**src/rtl/corr_pkg.sv**
```systemverilog
package corr_pkg;

  typedef enum logic [2:0] {
    ST_IDLE,
    ST_ACC,
    ST_REDUCE,
    ST_ROOT,
    ST_DIV,
    ST_FIN
  } corr_state_e;

  // Built-in sample pattern; the second sequence is its negation.
  function automatic int tbl_entry(input int j);
    return ((5 * j + 1) % 9) - 4;
  endfunction

endpackage

```
**src/rtl/corr_mac.sv**
```systemverilog
module corr_mac #(
  parameter int SAMP_W = 8,
  parameter int ACC_W  = 32
) (
  input  logic                     clk,
  input  logic                     rst_n,
  input  logic                     clr,
  input  logic                     step,
  input  logic signed [SAMP_W-1:0] a_s,
  input  logic signed [SAMP_W-1:0] b_s,
  output logic signed [ACC_W-1:0]  xsum,
  output logic        [ACC_W-1:0]  asq,
  output logic        [ACC_W-1:0]  bsq
);
  localparam int PW = 2 * SAMP_W;

  function automatic logic signed [ACC_W-1:0] cross_term(
    input logic signed [SAMP_W-1:0] x, input logic signed [SAMP_W-1:0] y);
    logic signed [PW-1:0] p;
    p = x * y;
    return ACC_W'(p);
  endfunction

  function automatic logic [ACC_W-1:0] square_term(
    input logic signed [SAMP_W-1:0] x);
    logic signed [PW-1:0] p;
    p = x * x;
    return ACC_W'($unsigned(p));
  endfunction

  always_ff @(posedge clk) begin
    if (!rst_n || clr) begin
      xsum <= '0;
      asq  <= '0;
      bsq  <= '0;
    end else if (step) begin
      xsum <= xsum + cross_term(a_s, b_s);
      asq  <= asq + square_term(a_s);
      bsq  <= bsq + square_term(b_s);
    end
  end

endmodule

```
**src/rtl/corr_isqrt.sv**
```systemverilog
module corr_isqrt #(
  parameter int RW = 16
) (
  input  logic            clk,
  input  logic            rst_n,
  input  logic            go,
  input  logic [2*RW-1:0] opnd,
  output logic [RW-1:0]   root,
  output logic            fin
);
  localparam int OW    = 2 * RW;
  localparam int REM_W = RW + 2;
  localparam int CW    = $clog2(RW + 1);

  logic [OW-1:0]    op_q;
  logic [REM_W-1:0] rem_q;
  logic [CW-1:0]    cnt_q;
  logic             run_q;

  // One restoring digit: bring down two operand bits, try subtracting 4q+1.
  function automatic logic [REM_W+RW-1:0] root_step(
    input logic [REM_W-1:0] r, input logic [RW-1:0] q, input logic [1:0] pr);
    logic [REM_W-1:0] sh;
    logic [REM_W-1:0] trial;
    sh    = {r[REM_W-3:0], pr};
    trial = {q, 2'b01};
    if (sh >= trial) return {sh - trial, q[RW-2:0], 1'b1};
    else             return {sh, q[RW-2:0], 1'b0};
  endfunction

  always_ff @(posedge clk) begin
    if (!rst_n) begin
      op_q  <= '0;
      rem_q <= '0;
      root  <= '0;
      cnt_q <= '0;
      run_q <= 1'b0;
      fin   <= 1'b0;
    end else begin
      fin <= 1'b0;
      if (go) begin
        op_q  <= opnd;
        rem_q <= '0;
        root  <= '0;
        cnt_q <= '0;
        run_q <= 1'b1;
      end else if (run_q) begin
        {rem_q, root} <= root_step(rem_q, root, op_q[OW-1 -: 2]);
        op_q  <= op_q << 2;
        cnt_q <= cnt_q + 1'b1;
        if (cnt_q == CW'(RW - 1)) begin
          run_q <= 1'b0;
          fin   <= 1'b1;
        end
      end
    end
  end

endmodule

```
**src/rtl/corr_udiv.sv**
```systemverilog
module corr_udiv #(
  parameter int NW = 32,
  parameter int DW = 16
) (
  input  logic          clk,
  input  logic          rst_n,
  input  logic          go,
  input  logic [NW-1:0] num,
  input  logic [DW-1:0] den,
  output logic [NW-1:0] quo,
  output logic          fin
);
  localparam int REM_W = DW + 1;
  localparam int CW    = $clog2(NW + 1);

  logic [REM_W-1:0] rem_q;
  logic [DW-1:0]    den_q;
  logic [CW-1:0]    cnt_q;
  logic             run_q;

  // One restoring step: quo shifts the dividend out and quotient bits in.
  function automatic logic [REM_W+NW-1:0] div_step(
    input logic [REM_W-1:0] r, input logic [NW-1:0] q, input logic [DW-1:0] d);
    logic [REM_W-1:0] sh;
    sh = {r[DW-1:0], q[NW-1]};
    if (sh >= {1'b0, d}) return {sh - {1'b0, d}, q[NW-2:0], 1'b1};
    else                 return {sh, q[NW-2:0], 1'b0};
  endfunction

  always_ff @(posedge clk) begin
    if (!rst_n) begin
      quo   <= '0;
      rem_q <= '0;
      den_q <= '0;
      cnt_q <= '0;
      run_q <= 1'b0;
      fin   <= 1'b0;
    end else begin
      fin <= 1'b0;
      if (go) begin
        quo   <= num;
        rem_q <= '0;
        den_q <= den;
        cnt_q <= '0;
        run_q <= 1'b1;
      end else if (run_q) begin
        {rem_q, quo} <= div_step(rem_q, quo, den_q);
        cnt_q <= cnt_q + 1'b1;
        if (cnt_q == CW'(NW - 1)) begin
          run_q <= 1'b0;
          fin   <= 1'b1;
        end
      end
    end
  end

endmodule

```
**src/rtl/corr_engine.sv**
```systemverilog
module corr_engine #(
  parameter int N_SAMP = 10,
  parameter int SAMP_W = 8,
  parameter int ACC_W  = 32,
  parameter int ROOT_W = 16
) (
  input  logic                     clk,
  input  logic                     rst_n,
  input  logic                     start,
  input  logic                     tbl_sel,
  input  logic [N_SAMP*SAMP_W-1:0] a_vec,
  input  logic [N_SAMP*SAMP_W-1:0] b_vec,
  output logic signed [ACC_W-1:0]  xsum,
  output logic [ACC_W-1:0]         asq,
  output logic [ACC_W-1:0]         bsq,
  output logic [ROOT_W-1:0]        root,
  output logic signed [ACC_W-1:0]  quot,
  output logic                     div_zero,
  output logic                     busy,
  output logic                     done
);
  import corr_pkg::*;

  localparam int VEC_W = N_SAMP * SAMP_W;
  localparam int IDX_W = $clog2(N_SAMP + 1);
  localparam int OP_W  = 2 * ROOT_W;

  corr_state_e st_q;
  logic [IDX_W-1:0] idx;
  logic [VEC_W-1:0] a_q, b_q;
  logic             tbl_q;

  // Named internal events, also observed by the checker.
  logic             accept, acc_step, last_idx, root_go, root_fin, div_go, div_fin;
  logic [ACC_W-1:0] prod_w;
  logic [OP_W-1:0]  root_op;
  logic [ACC_W-1:0] div_num, div_quo;

  logic signed [SAMP_W-1:0] a_arr [N_SAMP];
  logic signed [SAMP_W-1:0] b_arr [N_SAMP];
  logic signed [SAMP_W-1:0] a_s, b_s;

  for (genvar g = 0; g < N_SAMP; g++) begin : g_samp
    logic signed [SAMP_W-1:0] ta, tb;
    assign ta       = SAMP_W'(tbl_entry(g));
    assign tb       = SAMP_W'(-tbl_entry(g));
    assign a_arr[g] = tbl_q ? ta : a_q[g*SAMP_W +: SAMP_W];
    assign b_arr[g] = tbl_q ? tb : b_q[g*SAMP_W +: SAMP_W];
  end

  assign a_s      = a_arr[idx];
  assign b_s      = b_arr[idx];
  assign accept   = start && (st_q == ST_IDLE);
  assign acc_step = (st_q == ST_ACC);
  assign last_idx = acc_step && (idx == IDX_W'(N_SAMP - 1));
  assign root_go  = (st_q == ST_REDUCE);
  assign prod_w   = asq * bsq;
  assign root_op  = OP_W'(prod_w);
  assign div_go   = (st_q == ST_ROOT) && root_fin && (root != '0);
  assign div_num  = xsum[ACC_W-1] ? ACC_W'(-xsum) : ACC_W'(xsum);
  assign busy     = (st_q != ST_IDLE);
  assign done     = (st_q == ST_FIN);

  corr_mac #(.SAMP_W(SAMP_W), .ACC_W(ACC_W)) u_mac (
    .clk(clk), .rst_n(rst_n), .clr(accept), .step(acc_step),
    .a_s(a_s), .b_s(b_s), .xsum(xsum), .asq(asq), .bsq(bsq)
  );

  corr_isqrt #(.RW(ROOT_W)) u_root (
    .clk(clk), .rst_n(rst_n), .go(root_go), .opnd(root_op),
    .root(root), .fin(root_fin)
  );

  corr_udiv #(.NW(ACC_W), .DW(ROOT_W)) u_div (
    .clk(clk), .rst_n(rst_n), .go(div_go), .num(div_num), .den(root),
    .quo(div_quo), .fin(div_fin)
  );

  always_ff @(posedge clk) begin
    if (!rst_n) begin
      st_q     <= ST_IDLE;
      idx      <= '0;
      a_q      <= '0;
      b_q      <= '0;
      tbl_q    <= 1'b0;
      quot     <= '0;
      div_zero <= 1'b0;
    end else begin
      unique case (st_q)
        ST_IDLE: if (accept) begin
          idx      <= '0;
          a_q      <= a_vec;
          b_q      <= b_vec;
          tbl_q    <= tbl_sel;
          div_zero <= 1'b0;
          st_q     <= ST_ACC;
        end
        ST_ACC: begin
          if (last_idx) st_q <= ST_REDUCE;
          else          idx  <= idx + 1'b1;
        end
        ST_REDUCE: st_q <= ST_ROOT;
        ST_ROOT: if (root_fin) begin
          if (root == '0) begin
            quot     <= '0;
            div_zero <= 1'b1;
            st_q     <= ST_FIN;
          end else begin
            st_q <= ST_DIV;
          end
        end
        ST_DIV: if (div_fin) begin
          quot <= xsum[ACC_W-1] ? -$signed(div_quo) : $signed(div_quo);
          st_q <= ST_FIN;
        end
        ST_FIN: st_q <= ST_IDLE;
        default: st_q <= ST_IDLE;
      endcase
    end
  end

endmodule

```
**config.mk**
```make
export PLATFORM = sky130hd
export DESIGN_NAME = corr_engine
export DESIGN_NICKNAME = d
export VERILOG_FILES = /design/src/rtl/corr_pkg.sv /design/src/rtl/corr_mac.sv /design/src/rtl/corr_isqrt.sv /design/src/rtl/corr_udiv.sv /design/src/rtl/corr_engine.sv
export SDC_FILE = /design/constraint.sdc
export NUM_CORES = 2
export LEC_CHECK = 0
export BUFFER_PORTS_ARGS = -buffer_cell sky130_fd_sc_hd__buf_2
export CAP_MARGIN = 20
export CORE_MARGIN = 8
export CORE_UTILIZATION = 29
export DETAILED_ROUTE_END_ITERATION = 16
export PLACE_DENSITY = 0.55
export SLEW_MARGIN = 20
export SYNTH_ARGS = -nofsm -noshare
export SYNTH_HDL_FRONTEND = slang
export SYNTH_HIERARCHICAL = 1
export SYNTH_SLANG_ARGS = --single-unit
export TNS_END_PERCENT = 10
```
**constraint.sdc**
```tcl
create_clock -name clk -period 8.6 [get_ports clk]
set_clock_uncertainty 0.2 [all_clocks]
set_input_delay 1.29 -clock clk [delete_from_list [all_inputs] [get_ports clk]]
set_output_delay 1.29 -clock clk [all_outputs]
set_load 0.1 [all_outputs]
```
Word level (Yosys, flattened, before mapping)
Cells that the tools add are included.
{"block": "totals", "regBits": 440, "inputBits": 164, "output_inout_bits": 147}
{"block": "op_classes", "addsub": 10, "multipliers": 4, "order_cmp": 3, "n_eq_ne": 14, "muxes": 59, "bitwise": 4, "n_reduce_logical": 24}
{"op": "$mux 32", "count": 10}
{"op": "$mux 8", "count": 24}
{"op": "$add 32x16->32", "count": 3}
{"op": "$bmux 8 s4", "count": 2}
{"op": "$neg 32->32", "count": 2}
{"op": "$pmux 32 s2", "count": 1}
{"op": "$mul 8x8->16", "count": 3}
{"op": "$mux 48", "count": 1}
{"op": "$mul 32x32->32", "count": 1}
{"op": "$sub 16x16->16", "count": 2}
{"op": "$ge 18x18->1", "count": 1}
{"op": "$ge 17x16->1", "count": 1}
{"op": "$logic_not 16->1", "count": 1}
{"op": "$reduce_bool 16->1", "count": 1}
{"op": "$pmux 3 s5", "count": 1}
{"op": "$mux 1", "count": 12}
{"op": "$mux 3", "count": 4}
{"op": "$reduce_and 4->1", "count": 3}
{"op": "$ne 2x1->1 const B", "count": 5}
{"op": "$reduce_bool 2->1", "count": 5}
{"op": "$mux 4", "count": 2}
{"op": "$pmux 4 s2", "count": 1}
{"op": "$add 6x1->6 const B", "count": 1}
{"op": "$eq 3x2->1 const B", "count": 2}
{"op": "other kinds (21)", "count": 29}

Depth between registers and ports, before layout
{"block": "depth", "word_depth": 6, "depth_mapped": 37, "mapped_depth_nobuf": 34}

Modules after synthesis
Netlist, hierarchy kept.
{"module": "corr_engine", "n_inst": 1, "cells_each": 3115, "area_per_inst_um2": 26156.3, "seq_area_each_um2": 4023.9}
{"module": "corr_mac", "n_inst": 1, "cells_each": 1701, "area_per_inst_um2": 15124.5, "seq_area_each_um2": 1921.8}
{"module": "corr_udiv", "n_inst": 1, "cells_each": 488, "area_per_inst_um2": 4091.4, "seq_area_each_um2": 1441.4}
{"module": "corr_isqrt", "n_inst": 1, "cells_each": 475, "area_per_inst_um2": 4015.1, "seq_area_each_um2": 1421.4}

Least setup slack after synthesis
No wires, ideal clock.
{"block": "synth_timing", "path_type": "reg2reg", "startpoint": "register u_mac.bsq[13]", "endpoint": "register u_root.op_q[28]", "setup_ps": 115, "arrival_time_ps": 7966, "required_ps": 8285, "slack_ps": 319, "stages_incl_launch_ff": 29, "period_less_slack_ps": 8281, "cell_sequence": "dfxtp_1 clkbuf_1 clkbuf_1 nand2_1 fa_1 inv_1 fa_1 fa_1 inv_1 fa_1 inv_1 fa_1 fa_1 fa_1 inv_1 fa_1 inv_1 ha_1 a21oi_1 o21ai_0 a21oi_1 o31ai_1 a31o_2 a31oi_1 mux2i_1 o2111ai_1 nand2_1 o21ai_0 and2_1"}
{"block": "synth_via", "elab_chain_len": 2}
{"element": "start, declared", "line_no": "corr_mac.sv:13", "text": "output logic [ACC_W-1:0] bsq"}
{"element": "start signal, assigned", "line_no": "corr_mac.sv:39", "text": "bsq <= bsq + square_term(b_s);"}
{"element": "$mul 32x32->32", "line_no": "corr_engine.sv:57", "text": "assign prod_w = asq * bsq;"}
{"element": "net prod_w[28]", "line_no": "corr_engine.sv:35", "text": "logic [ACC_W-1:0] prod_w;"}
{"element": "$mux 32", "line_no": "corr_isqrt.sv:41", "text": "if (go) begin"}
{"element": "end signal, assigned", "line_no": "corr_isqrt.sv:42", "text": "op_q <= opnd;"}
{"element": "end signal, assigned", "line_no": "corr_isqrt.sv:49", "text": "op_q <= op_q << 2;"}
{"element": "end, declared", "line_no": "corr_isqrt.sv:15", "text": "logic [OW-1:0] op_q;"}
The timed path passes the listed nets, and every way through them passes these cells.
A chain may end at the register's enable or synchronous reset.

Worst setup path after layout
{"block": "layout_timing", "startpoint": "register u_mac.asq[11]", "endpoint": "register u_root.op_q[28]"}
{"block": "layout_via", "elab_chain_len": 2}
{"element": "start, declared", "line_no": "corr_mac.sv:12", "text": "output logic [ACC_W-1:0] asq,"}
{"element": "start signal, assigned", "line_no": "corr_mac.sv:38", "text": "asq <= asq + square_term(a_s);"}
{"element": "$mul 32x32->32", "line_no": "corr_engine.sv:57"}
{"element": "net prod_w[28]", "line_no": "corr_engine.sv:35"}
{"element": "$mux 32", "line_no": "corr_isqrt.sv:41"}
The timed path passes the listed nets, and every way through them passes these cells.

==> run_results.csv <==
group,metric,value,unit
worst_setup_path,arrival,8.56,ns
synthesis,syn_inst,5779,
worst_setup_path,required,8.94,ns
floorplanning,rows,151,
synthesis,post_synth_num_cell_types,105,
synthesis,ys.flop_type,"dfxtp_1",
synthesis,yosysTopAreaCell,"fa_1",
worst_setup_path,path_max_fanout,12,
timing,slew_headroom,30.3,%
min_path,whs_endpoint,"quot[23]$_SDFFE_PN0P_",
worst_setup_path,cp-end-kind,"flop",
route,wl_per_cell,18.4,um
cells_and_area,drive_gt1_share,10.5,%
worst_setup_path,criticalPathCategory,"reg -> reg",
worst_setup_path,start_kind,"flop",
route,firstDrtPassIters,6,
worst_setup_path,r2r_setup_slack,0.38,ns
global_routing,grt_max_degree,112,
outcome,status,"completed",
min_path,holdPathStages,2,
power,leakage,24.8,nW
global_routing,grt_pass1_wl,238000,um
route,initialDrtViolationCount,2441,
cells_and_area,final_common_cell,"inv_1",
worst_setup_path,r2r-start,"u_mac/asq[11]$_SDFFE_PP0P_",
worst_setup_path,worst_path_most_repeated_cell,"fa_1",
synthesis,ys_seq_area_share,17.8,%
cts,h-tree-depth,2,
timing,hold_viol_final,0,
timing,setup_viol,0,
route,viasPerCell,4.85,
floorplanning,io_pins,311,
cts,clock_latency,0.65,ns
cells_and_area,area_growth,12.4,%
synthesis,synth_nets,6896,
global_routing,grt_pass1_vias,41500,
cells_and_area,fill_cells,17900,
cts,clkTransAtPathRegs,0.06,ns
global_routing,grt.total_usage,16.0,%
timing,worst_slew_pin_slew,1.05,ns
global_routing,antenna_found_initial,2,
floorplanning,dieArea,184000,sq um
timing,period_share,95.5,%
route,num_vias,39900,
power,p_per_area,286,nW/um^2
timing,maxSlewViolCount,0,
synthesis,synth_edf_count,0,
min_path,min_from,"quot[23]$_SDFFE_PN0P_",
cells_and_area,stdcell_area,55500,sq um
timing,setup_tns,0,ns
cts,ctsRootBufferMaster,"clkbuf_16",
place,placed_area,53500,sq um
floorplanning,die_h,429,um
cts,numCtsBuffers,55,
synthesis,ys_seq_elements,440,
timing,fmax,122,MHz
place,pre_cts_slack,0.390,ns
cts,cts_buffer_depth,3,
synthesis,syn_area,49400,sq um
cells_and_area,nNetsFinal,7079,
timing,grt_setup_unrepaired,"true",
cts,hold_buffers,0,
synthesis,netlist.area_leader.share,25.7,%
worst_setup_path,cp_slowest_stage_delay,0.76,ns
floorplanning,die_x,429,um
synthesis,async_flop_share,0,%
global_routing,grt-ovfl-total,0,
timing,finalWorstSetupSlack,0.383,ns
synthesis,ys_top_cells_by_area,"fa_1, dfxtp_1, ha_1",
power,ir_drop,214,uV
route,wirelength,151000,um
cts,clock-sinks,440,
synthesis,syn_avg_cell_area,8.55,sq um
cells_and_area,fin_cells,8226,
place,dpl.hpwl,118000,um
floorplanning,core,169000,sq um
worst_setup_path,reg2regPathDepth,26,
place,port_buffers,310,
route,ant_nets,0,
place,place_inst,8122,
route,drc_errors,0,
flow_run,cap_viol_max_count,0,
floorplanning,start_util,29.2,%
min_path,hold_path.class,"reg -> reg",
worst_setup_path,r2r_end,"u_root/op_q[28]$_SDFFE_PN0P_",
place,gp_congestion,0.879,
cells_and_area,mostFrequentLayoutCells,"inv_1, nand2_1, fa_1",
timing,period_needed,8.22,ns
cts,cts_tree,"yes",
synthesis,yosysWarnings,6,
worst_setup_path,crit_slowest_cell,"dfxtp_1",
==> metrics by stage <==
step           total power, W  hold WS (ns)  utilization [%]
2_1_floorplan          0.0106         0.232                -
5_1_grt                0.0173         0.282             32.8
3_3_place_gp           0.0133         0.241             31.6
4_1_cts                0.0160         0.264             32.8
3_5_place_dp           0.0135         0.249             31.6
6_report               0.0158         0.259             32.8
==> flip-flops by register name, summed over array words and instances, names as in the netlist, 3 cells and up <==
name / cells
u_mac/asq: 32
u_root/rem_q: 16
a_q: 80
u_div/rem_q: 16
u_root/cnt_q: 5
u_mac/xsum: 32
u_root/op_q: 32
idx: 4
b_q: 80
quot: 32
u_root/root: 16
u_mac/bsq: 32
u_div/cnt_q: 6
u_div/den_q: 16
u_div/quo: 32
st_q: 3
==> worst max-delay path, delay by kind of cell (launching register included) <==
family / cells / cell delay, ns
compound gates: 8 / 1.67
fa+ha+maj: 9 / 4.50
buf+inv: 5 / 0.26
flops: 1 / 0.76
mux: 1 / 0.24
simple gates: 3 / 0.47
==> worst max-delay path by stage <==
| stage | to | cells past startpoint | slack [ns] | start |
|---|---|---|---|---|
| 5_1_grt | u_root/op_q[28]$_SDFFE_PN0P_ | 26 | -0.04 | u_mac/asq[11]$_SDFFE_PP0P_ |
| 3_5_place_dp | u_root/op_q[28]$_SDFFE_PN0P_ | 26 | 0.39 | u_mac/bsq[7]$_SDFFE_PP0P_ |
| 6_report | u_root/op_q[28]$_SDFFE_PN0P_ | 26 | 0.38 | u_mac/asq[11]$_SDFFE_PP0P_ |
| 2_1_floorplan | u_root/op_q[28]$_SDFFE_PN0P_ | 28 | 0.32 | u_mac/bsq[13]$_SDFFE_PP0P_ |
| 4_1_cts | u_root/op_q[28]$_SDFFE_PN0P_ | 26 | 0.39 | u_mac/asq[8]$_SDFFE_PP0P_ |
| 3_3_place_gp | u_root/op_q[28]$_SDFFE_PN0P_ | 26 | 0.40 | u_mac/asq[5]$_SDFFE_PP0P_ |
==> cells by family after synthesis <==
logic type,after synthesis,synth area share [%]
mux,163,3.48
compound gates,950,13.0
xor+xnor,271,4.81
flops,440,17.8
buf+inv,1128,8.75
fa+ha+maj,953,33.8
simple gates,1874,18.3
==> area by class of cell <==
class	count	area [sq um]	area share [%]
diodes	1	2.50	0.00451
clock buffers	75	1530	2.76
clock inverters	27	402	0.724
inverters	823	3090	5.57
multi-input cells	4211	36300	65.5
flip-flops and latches	440	8830	15.9
well taps	2218	2780	5.00
repair buffers	431	2520	4.53
==> Yosys cell counts, drive strengths merged (73+ instances only) <==
master  count
nor2      248
fa        633
a21oi     184
inv       821
ha        320
nand3      73
dfxtp     440
clkbuf    268
and2      424
a21boi    167
nor2b      81
o21ai     211
nand2     811
mux2i     149
xnor2     210
==> routing by layer <==
layer	track usage [%]	routed length, um
met5	0	0
met4	5.06	5430
met3	2.53	8250
met2	26.0	68500
met1	21.7	68800
==> where the power goes <==
group          switching (W)  internal, W  leakage, nW
clock network        0.00102      0.00147        0.924
logic                0.00674      0.00375         20.3
registers           0.000536      0.00233         3.58
==> timing repair <==
| item | 4_1_cts | 5_1_grt |
|---|---|---|
| buffers inserted | 0 | 1 |
| setup endpoints to repair | 0 | 14 |
| resized for setup | 0 | 17 |
| endpoints found under the hold margin | 0 | 0 |
Note: power is estimated with default switching activity, not from simulation.
